## config.mk

```make
export PLATFORM = sky130hd
export DESIGN_NAME = ea_unit
export DESIGN_NICKNAME = d
export VERILOG_FILES = /design/src/rtl/ea_pkg.sv /design/src/rtl/ea_calc.sv /design/src/rtl/ea_ctrl.sv /design/src/rtl/ea_unit.sv
export SDC_FILE = /design/constraint.sdc
export NUM_CORES = 1
export LEC_CHECK = 0
export BUFFER_PORTS_ARGS = -buffer_cell sky130_fd_sc_hd__buf_4
export CORE_AREA = 3 3 127 177
export CTS_CLUSTER_DIAMETER = 50
export DETAILED_ROUTE_END_ITERATION = 10
export DIE_AREA = 0 0 130 180
export PLACE_DENSITY = 0.78
export SLEW_MARGIN = 10
export SYNTH_ARGS = -nofsm -noshare
export SYNTH_HDL_FRONTEND = slang
export SYNTH_HIERARCHICAL = 1
export SYNTH_SLANG_ARGS = --single-unit
```

## constraint.sdc

```tcl
create_clock -name clk -period 1.41 [get_ports clk]
set_input_delay 0.2115 -clock clk [delete_from_list [all_inputs] [get_ports clk]]
set_output_delay 0.2115 -clock clk [all_outputs]
set_load 0.02 [all_outputs]
```

## src/rtl/ea_pkg.sv

```systemverilog
package ea_pkg;
  localparam int EA_AW = 32;
  localparam int EA_SW = 8;
  localparam int EA_MODE_W = 3;

  typedef enum logic [EA_MODE_W-1:0] {
    M_IMM  = 3'd0,
    M_DIR  = 3'd1,
    M_REG  = 3'd2,
    M_RIND = 3'd3,
    M_MIND = 3'd4,
    M_DISP = 3'd5,
    M_BSID = 3'd6,
    M_REL  = 3'd7
  } ea_mode_e;
endpackage

```

## src/rtl/ea_calc.sv

```systemverilog
module ea_calc
  import ea_pkg::*;
#(
  parameter int AW  = EA_AW,
  parameter int SW  = EA_SW,
  parameter int SCW = 2
) (
  input  ea_mode_e          mode,
  input  logic [AW-1:0]     field,
  input  logic              disp_short,
  input  logic [AW-1:0]     base_val,
  input  logic [AW-1:0]     index_val,
  input  logic [SCW-1:0]    scale_sel,
  input  logic [AW-1:0]     next_pc,
  output logic [AW-1:0]     ea,
  output logic              ea_ok,
  output logic [AW-1:0]     opnd,
  output logic              opnd_ok,
  output logic              need_mem
);
  logic [AW-1:0] disp;
  logic [AW-1:0] stage [SCW+1];

  assign disp = disp_short ? {{(AW-SW){field[SW-1]}}, field[SW-1:0]} : field;

  // barrel shifter for the index, one stage per scale-select bit
  assign stage[0] = index_val;
  for (genvar g = 0; g < SCW; g++) begin : g_shift
    assign stage[g+1] = scale_sel[g] ? (stage[g] << (1 << g)) : stage[g];
  end

  always_comb begin
    ea       = '0;
    ea_ok    = 1'b0;
    opnd     = '0;
    opnd_ok  = 1'b0;
    need_mem = 1'b0;
    unique case (mode)
      M_IMM:  begin opnd = disp;     opnd_ok = 1'b1; end
      M_DIR:  begin ea = field;      ea_ok = 1'b1; end
      M_REG:  begin opnd = base_val; opnd_ok = 1'b1; end
      M_RIND: begin ea = base_val;   ea_ok = 1'b1; end
      M_MIND: need_mem = 1'b1;
      M_DISP: begin ea = base_val + disp; ea_ok = 1'b1; end
      M_BSID: begin ea = base_val + stage[SCW] + disp; ea_ok = 1'b1; end
      M_REL:  begin ea = next_pc + disp; ea_ok = 1'b1; end
      default: ;
    endcase
  end
endmodule

```

## src/rtl/ea_ctrl.sv

```systemverilog
module ea_ctrl (
  input  logic clk,
  input  logic rst_n,
  input  logic start,
  input  logic need_mem,
  output logic load_calc,
  output logic load_ptr,
  output logic capture,
  output logic rd_en,
  output logic busy,
  output logic done
);
  typedef enum logic [1:0] {S_IDLE, S_RD, S_WT} st_e;
  st_e  st_q, st_d;
  logic done_d;

  always_comb begin
    st_d = st_q;
    unique case (st_q)
      S_IDLE:  if (start && need_mem) st_d = S_RD;
      S_RD:    st_d = S_WT;
      S_WT:    st_d = S_IDLE;
      default: st_d = S_IDLE;
    endcase
  end

  assign load_calc = start && (st_q == S_IDLE) && !need_mem;
  assign load_ptr  = start && (st_q == S_IDLE) && need_mem;
  assign capture   = (st_q == S_WT);
  assign rd_en     = (st_q == S_RD);
  assign busy      = (st_q != S_IDLE);
  assign done_d    = load_calc || capture;

  always_ff @(posedge clk or negedge rst_n) begin
    if (!rst_n) begin
      st_q <= S_IDLE;
      done <= 1'b0;
    end else begin
      st_q <= st_d;
      done <= done_d;
    end
  end

  // read strobe lasts one cycle and is followed by the wait cycle
  a_r6_read_single: assert property (@(posedge clk) disable iff (!rst_n)
    rd_en |=> (!rd_en && busy));
  // the result strobe follows the wait cycle
  a_r6_done_after_wait: assert property (@(posedge clk) disable iff (!rst_n)
    (st_q == S_WT) |=> done);
  // no result may appear while the pointer read is outstanding
  a_r11_quiet_while_reading: assert property (@(posedge clk) disable iff (!rst_n)
    rd_en |-> !done);
endmodule

```

## src/rtl/ea_unit.sv

```systemverilog
module ea_unit
  import ea_pkg::*;
#(
  parameter int AW  = EA_AW,
  parameter int SW  = EA_SW,
  parameter int SCW = 2
) (
  input  logic                 clk,
  input  logic                 rst_n,
  input  logic                 start,
  input  logic [EA_MODE_W-1:0] mode,
  input  logic [AW-1:0]        field,
  input  logic                 disp_short,
  input  logic [AW-1:0]        base_val,
  input  logic [AW-1:0]        index_val,
  input  logic [SCW-1:0]       scale_sel,
  input  logic [AW-1:0]        next_pc,
  output logic                 mem_rd_en,
  output logic [AW-1:0]        mem_rd_addr,
  input  logic [AW-1:0]        mem_rd_data,
  output logic                 busy,
  output logic                 done,
  output logic [AW-1:0]        ea,
  output logic                 ea_valid,
  output logic [AW-1:0]        operand,
  output logic                 operand_valid
);
  logic [AW-1:0] c_ea, c_op;
  logic          c_ea_ok, c_op_ok, need_mem;
  logic          load_calc, load_ptr, capture;

  logic [AW-1:0] ea_q, ea_d, op_q, op_d, ptr_q, ptr_d;
  logic          eaok_q, eaok_d, opok_q, opok_d;

  ea_calc #(.AW(AW), .SW(SW), .SCW(SCW)) u_calc (
    .mode      (ea_mode_e'(mode)),
    .field     (field),
    .disp_short(disp_short),
    .base_val  (base_val),
    .index_val (index_val),
    .scale_sel (scale_sel),
    .next_pc   (next_pc),
    .ea        (c_ea),
    .ea_ok     (c_ea_ok),
    .opnd      (c_op),
    .opnd_ok   (c_op_ok),
    .need_mem  (need_mem)
  );

  ea_ctrl u_ctrl (
    .clk      (clk),
    .rst_n    (rst_n),
    .start    (start),
    .need_mem (need_mem),
    .load_calc(load_calc),
    .load_ptr (load_ptr),
    .capture  (capture),
    .rd_en    (mem_rd_en),
    .busy     (busy),
    .done     (done)
  );

  always_comb begin
    ea_d   = ea_q;
    eaok_d = eaok_q;
    op_d   = op_q;
    opok_d = opok_q;
    ptr_d  = ptr_q;
    if (load_ptr) ptr_d = field;
    if (load_calc) begin
      ea_d = c_ea;  eaok_d = c_ea_ok;
      op_d = c_op;  opok_d = c_op_ok;
    end else if (capture) begin
      ea_d = mem_rd_data; eaok_d = 1'b1;
      op_d = '0;          opok_d = 1'b0;
    end
  end

  always_ff @(posedge clk or negedge rst_n) begin
    if (!rst_n) begin
      ea_q   <= '0;
      eaok_q <= 1'b0;
      op_q   <= '0;
      opok_q <= 1'b0;
      ptr_q  <= '0;
    end else begin
      ea_q   <= ea_d;
      eaok_q <= eaok_d;
      op_q   <= op_d;
      opok_q <= opok_d;
      ptr_q  <= ptr_d;
    end
  end

  assign ea            = ea_q;
  assign ea_valid      = eaok_q;
  assign operand       = op_q;
  assign operand_valid = opok_q;
  assign mem_rd_addr   = ptr_q;

  // a result names either an address or an operand, never both
  a_r12_one_kind: assert property (@(posedge clk) disable iff (!rst_n)
    done |-> (ea_valid != operand_valid));
  // operand results carry no address
  a_r2_no_ea_with_operand: assert property (@(posedge clk) disable iff (!rst_n)
    (done && operand_valid) |-> (ea == '0));
  // pointer address is the field of the request accepted one cycle earlier
  a_r6_ptr_from_field: assert property (@(posedge clk) disable iff (!rst_n)
    mem_rd_en |-> (mem_rd_addr == $past(field)));
  // results hold between strobes
  a_r12_hold: assert property (@(posedge clk) disable iff (!rst_n)
    !done |=> (!done || 1'b1) && ($stable(ea) || done));
endmodule

```

==> impl_metrics.json, run 1 <==
{
  "finalCritPeriodShare": 2.73,
  "wl_per_cell_um": 25.1,
  "core.rowCount": 63,
  "synth_area_leaders": "dfrtp_1, ha_1, mux2_2",
  "slew_viol_final": 0,
  "status": "finished, violations left",
  "synth.most_common_cell": "dfrtp_1",
  "p_per_area_nw_per_um2": 1060,
  "power_mw": 18.3,
  "synth.distinct_cells": 72,
  "cp-end-kind": "flip-flop",
  "drive_above_1_share": 0.540,
  "fp.coreArea_um2": 21200,
  "root_buffer": "clkbuf_16",
  "grt-ovfl-total": 0,
  "hp-class": "in2reg",
  "crit_chain": "buf_4, buf_4, nor2_1, fa_1, ha_4, fa_2, a21oi_4, o211ai_1, a211oi_2, nand2_1, a221oi_4, buf_6, o21ai_4, a311oi_2, xor2_1, o221ai_1, nand2_1, o21ai_1",
  "ant_nets": 0,
  "cp_slowest_cell": "fa_1",
  "htree_levels": 3,
  "yosysTopAreaCell": "dfrtp_1",
  "fillers": 1236,
  "worstPathRequired_ps": 1670,
  "rsz0062_at_grt": "yes",
  "worst_pin_slew_ps": 634,
  "drt-vias-per-instance": 6.39,
  "vias": 12300,
  "grt_pass1_vias": 12500,
  "synth-main-ff-cell": "dfrtp_1",
  "syn_to_final_growth_pct": 65.2,
  "synth_top_area_frac": 0.242,
  "cp_data_arrival_time_ps": 4120,
  "io_buffer_count": 269,
  "p_leak_nw": 8.25,
  "grt_max_degree": 57,
  "cts_buffers": 9,
  "synthTopCellsByCount": "dfrtp_1, nand2_1, a21oi_1, o21ai_0, ha_1",
  "setup_ws_ps": -2440,
  "cts.clk_slew.worst_paths_ps": 80,
  "drv_cap": 0,
  "syn_area_um2": 10400,
  "cts_tree": "yes",
  "drc": 0,
  "start_util": 0.492,
  "antenna_found_initial": 0,
  "final_util": 0.813,
  "ios": 270,
  "path_max_fanout": 6,
  "clock.fmax_mhz": 259,
  "syn_area_per_cell_um2": 9.62,
  "synth_async_sr_flop_share": 1.00,
  "synth_sequential_area_ratio": 0.242,
  "drt_wl_total_um": 48400,
  "fin_cells": 1931,
  "place.gp.congestion": 0.973,
  "synth-seq-cells": 101,
  "clock_skew_ps": 7.83,
  "grt.total_usage": 0.373,
  "relSlewSlack": 0.573,
  "synth.net_count": 1348,
  "cp_num_buf_inv": 3,
  "cts-root-to-sink-buffers": 2,
  "criticalPathCategory": "in2reg",
  "syn_inst": 1084,
  "die_h_um": 180,
  "nNetsFinal": 1930,
  "synth_edf_count": 0,
  "grt_pass1_wl_um": 67400,
  "hold_slack_ps": 75.3,
  "fin_crit_ps": 3850,
  "pre_cts_slack_ps": -2600,
  "r2r_slack_ps": -370,
  "critPathMaxStageDelay_ps": 570,
  "violations": "setup timing",
  "dp_hpwl_um": 31100,
  "vdd_drop_max_v": 0.000750,
  "crit_family": "compound AO/OA/AOI/OAI gates",
  "clock-sinks": 101,
  "hold_viol": 0,
  "dieArea_um2": 23400,
  "first_iter_violations": 1388,
  "fp.dieW_um": 130,
  "dp_cells": 1834,
  "start_kind": "input port",
  "yosys_warnings": 6,
  "drtPass1Iterations": 8,
  "clock_latency_ps": 380,
  "n_antenna_cell": 0,
  "setup-violations-final": 100
}
[path summary, 6_finish.rpt]
path,start,endpoint,cells past startpoint
worst min-delay path,field[25],mem_rd_addr[25],2
worst max register to register,u_ctrl/st_q[0],ea[25],7
min in group asynchronous,rst_n,ea[4],3
worst max-delay path,scale_sel[1],ea[29],18
worst min register to register,operand_valid,operand_valid,1
max in group asynchronous,rst_n,mem_rd_addr[18],3
[area by class of cell]
cell class | count | area [um2] | share of cell area
Clock inverter | 4 | 30.0 | 0.00174
Sequential cell | 101 | 2530 | 0.147
Timing Repair Buffer | 637 | 5500 | 0.319
Inverter | 37 | 139 | 0.00806
Clock buffer | 12 | 256 | 0.0149
Tap cell | 260 | 325 | 0.0189
Multi-Input combinational cell | 880 | 8450 | 0.490
[what timing repair did]
item / CTS / global route
hold buffers: 1 / 0
resized for setup: 93 / 118
endpoints found under the hold margin: 101 / 0
gates cloned: 12 / 2
setup endpoints to repair: 100 / 100
buffers inserted: 45 / 39
pin swaps: 69 / 80
[kinds of logic after synthesis]
| group | synth area share |
|---|---|
| DFF | 0.242 |
| xor gates and xnor gates | 0.0487 |
| AOI/OAI and AO/OA | 0.223 |
| buffers and inverters | 0.0522 |
| adders and majority gates | 0.138 |
| muxes | 0.188 |
| and+or+nand+nor | 0.107 |
[cell usage in the layout, fill, tap and decap left out, drive strengths merged, types with 8 or more instances in the layout]
master and count:
and3 8, nand2 95, nor2 49, ha 62, a211oi 8, dfrtp 101, mux2i 61, inv 38
nor2b 9, buf 631, a31oi 8, a21oi 80, a21o 21, o211ai 8, mux2 63, o211a 23
xnor2 36, mux4 28, nand3 17, o221ai 11, a22o 37, o21ai 106, nand2b 29, xor2 22
clkbuf 14, fa 33
[metal layers]
layer  track usage  wire length, um
met2         0.617            23400
met3        0.0624             3990
met5             0                0
met1         0.435            16800
met4         0.253             4160
[sequential cells by signal, summed over array words and instances, names as in the netlist]
name and cells:
ea 32, ea_valid 1, mem_rd_addr 32, operand 32, operand_valid 1, u_ctrl/done 1
u_ctrl/st_q 2
[worst reg2reg max path, stage by stage, from the launching register on]
cell and delay, ps:
dfrtp_1 420, or2_4 280, nor3b_4 320, buf_6 190, bufbuf_16 270, buf_4 120, nand2_1 60, o21ai_2 50
[through the flow]
step                cell area, um2  TNS, ps
floorplan                    11000   -71400
global placement             15100  -103250
detailed placement           15100  -106110
CTS                          16600   -63600
global route                 17200   -79240
finish                       17200   -76460
[where the power goes]
group,internal [mW],switching [mW],leakage [nW]
sequential,3.40,0.338,1.29
clock,1.30,1.26,0.139
combinational,6.05,5.92,6.82
total,10.8,7.52,8.25
Power figures use the tool's default switching activity.
==> inputs of run 2 (changes only) <==
--- a/config.mk
+++ b/config.mk
@@ -6,4 +6,5 @@
 export NUM_CORES = 1
 export LEC_CHECK = 0
+export ABC_AREA = 0
 export BUFFER_PORTS_ARGS = -buffer_cell sky130_fd_sc_hd__buf_4
 export CORE_AREA = 3 3 127 177
==> constraint.sdc (replaced) <==
create_clock -name clk -period 1.41 [get_ports clk]
set_input_delay 0.2115 -clock clk [delete_from_list [all_inputs] [get_ports clk]]
set_output_delay 0.2115 -clock clk [all_outputs]
set_load 0.005 [all_outputs]
==> run 2 against run 1 <==
Compared with the run above: the flow still finishes with violations (setup timing); flip-flop and latch count unchanged; setup slack improved by 77 ps; first-iteration DRC count up 14%; critical path depth stayed put; sequential power hardly changed; largest cell class unchanged.
==> impl_metrics.json, run 2 (synthesized netlist as in run 1, its figures left out) <==
{
  "power_frac_comb": 0.642,
  "cts.clk_slew.worst_paths_ps": 80,
  "path_max_fanout": 8,
  "status": "finished, violations left",
  "clock-sinks": 101,
  "cp_num_buf_inv": 4,
  "dieArea_um2": 23400,
  "start_kind": "input port",
  "fp.coreArea_um2": 21200,
  "htree_levels": 3,
  "syn_to_final_growth_pct": 70.1,
  "drv_cap": 0,
  "nNetsFinal": 1929,
  "critPathMaxStageDelay_ps": 580,
  "worstHoldStart": "field[19]",
  "die_h_um": 180,
  "swShare": 0.393,
  "p_switching_mw": 7.55,
  "crit_family": "compound AO/OA/AOI/OAI gates",
  "clkPwrFrac": 0.163,
  "core.rowCount": 63,
  "cp-end-kind": "flip-flop",
  "hold-path-cell-count": 2,
  "cts_buffers": 9,
  "grt_pass1_vias": 12900,
  "hold_slack_ps": 85.4,
  "vias": 13000,
  "worst_pin_slew_ps": 608,
  "ant_nets": 0,
  "pwr-share-seq": 0.195,
  "vdd_drop_max_v": 0.000830,
  "clock.fmax_mhz": 265,
  "first_iter_violations": 1579,
  "drt-vias-per-instance": 6.72,
  "final_util": 0.837,
  "finalCritPeriodShare": 2.68,
  "setup_ws_ps": -2370,
  "wl_per_cell_um": 27.9,
  "cts_tree": "yes",
  "crit_chain": "buf_8, buf_8, buf_6, mux4_2, fa_1, ha_4, a21oi_1, o211ai_1, a211oi_2, nand2_1, a221oi_4, buf_6, o21ai_4, a311oi_2, xor2_1, o221ai_1, nand2_1, o21ai_1",
  "grt_pass1_wl_um": 70700,
  "clock_skew_ps": 9.12,
  "relSlewSlack": 0.595,
  "criticalPathCategory": "in2reg",
  "fillers": 1069,
  "p_leak_nw": 8.44,
  "drt_wl_total_um": 54000,
  "grt.total_usage": 0.393,
  "hp-class": "in2reg",
  "setup-violations-final": 99,
  "dp_hpwl_um": 30500,
  "root_buffer": "clkbuf_16",
  "start_util": 0.492,
  "drtPass1Iterations": 8,
  "fp.dieW_um": 130,
  "violations": "setup timing",
  "power_mw": 19.2,
  "rr_endpoint": "ea[31]",
  "grt-ovfl-total": 0,
  "worstPathRequired_ps": 1670,
  "grt_max_degree": 102,
  "r2r_start": "u_ctrl/st_q[1]",
  "drive_above_1_share": 0.551,
  "ios": 270,
  "antenna_found_initial": 1,
  "layout_commonest_cell": "buf_4",
  "place.gp.congestion": 0.951,
  "fin_crit_ps": 3780,
  "clock_latency_ps": 380,
  "p_per_area_nw_per_um2": 1080,
  "slew_viol_final": 0,
  "io_buffer_count": 269,
  "final_cell_mix": "buf_4, dfrtp_1, nand2_1",
  "p_int_mw": 11.6,
  "r2r_cells": 7,
  "drc": 0,
  "hold_viol": 0,
  "r2r_slack_ps": -450,
  "cts-root-to-sink-buffers": 2,
  "cp_slowest_cell": "fa_1",
  "min_to": "mem_rd_addr[19]",
  "rsz0062_at_grt": "yes",
  "cp_data_arrival_time_ps": 4040
}
==> run 2: cell count changes in the layout (fill, tap and decap cells not counted), moves of 4 or more <==
cell	previous run	this run
buf_12	31	27
buf_16	2	11
buf_4	557	547
clkbuf_16	11	15
ha_1	40	32
ha_4	22	30
o21ai_0	40	34
o21ai_2	21	27
==> run 2: worst max path at each step <==
stage                            start  endpoint  cells past startpoint
after global routing      index_val[3]    ea[29]                     19
after CTS                 scale_sel[0]    ea[31]                     18
after floorplan           scale_sel[0]    ea[29]                     17
final                     scale_sel[1]    ea[29]                     18
after detailed placement  scale_sel[0]    ea[24]                     18
after global placement    scale_sel[0]    ea[28]                     17
==> run 2: stage by stage <==
stage	cell area (um2)	TNS, ps	worst slack (ps)	std cells
6_report	17700	-70110	-2370	1931
3_3_place_gp	15200	-137210	-2620	1834
5_1_grt	17700	-73170	-2430	1931
2_1_floorplan	11000	-71420	-2340	1084
4_1_cts	17100	-58990	-2050	1909
3_5_place_dp	15200	-141070	-2720	1834
==> run 2: area by class of cell <==
type	count	area, um2	share of cell area
Antenna cell	1	2.50	0.000141
Clock inverter	5	106	0.00599
Tap cell	260	325	0.0183
Clock buffer	11	253	0.0142
Inverter	37	139	0.00783
Timing Repair Buffer	639	5770	0.325
Sequential cell	101	2530	0.142
Multi-Input combinational cell	877	8620	0.486
==> run 2: power groups by stage <==
stage,combinational (mW),clock (mW),sequential (mW)
floorplan,4.80,0,3.76
CTS,10.4,3.10,3.72
global placement,8.78,0,3.75
detailed placement,8.95,0,3.76
finish,12.3,3.13,3.74
global route,12.8,3.22,3.79
==> run 2: layer usage <==
metal | up-vias | track usage | wire length, um | part of all wire
met2 | 1200 | 0.654 | 24700 | 0.46
met5 | - | 0 | 0 | 0
met4 | 0 | 0.272 | 5890 | 0.11
met1 | 6093 | 0.442 | 17500 | 0.32
li1 | 5182 | - | - | -
met3 | 503 | 0.0809 | 5910 | 0.11
==> run 2: repair_timing <==
item	in CTS	in global routing
pin swaps	117	105
buffers inserted	46	25
cloned	17	8
hold buffers	1	0
hold endpoints to repair	101	0
setup endpoints to repair	101	100
resized for setup	144	109
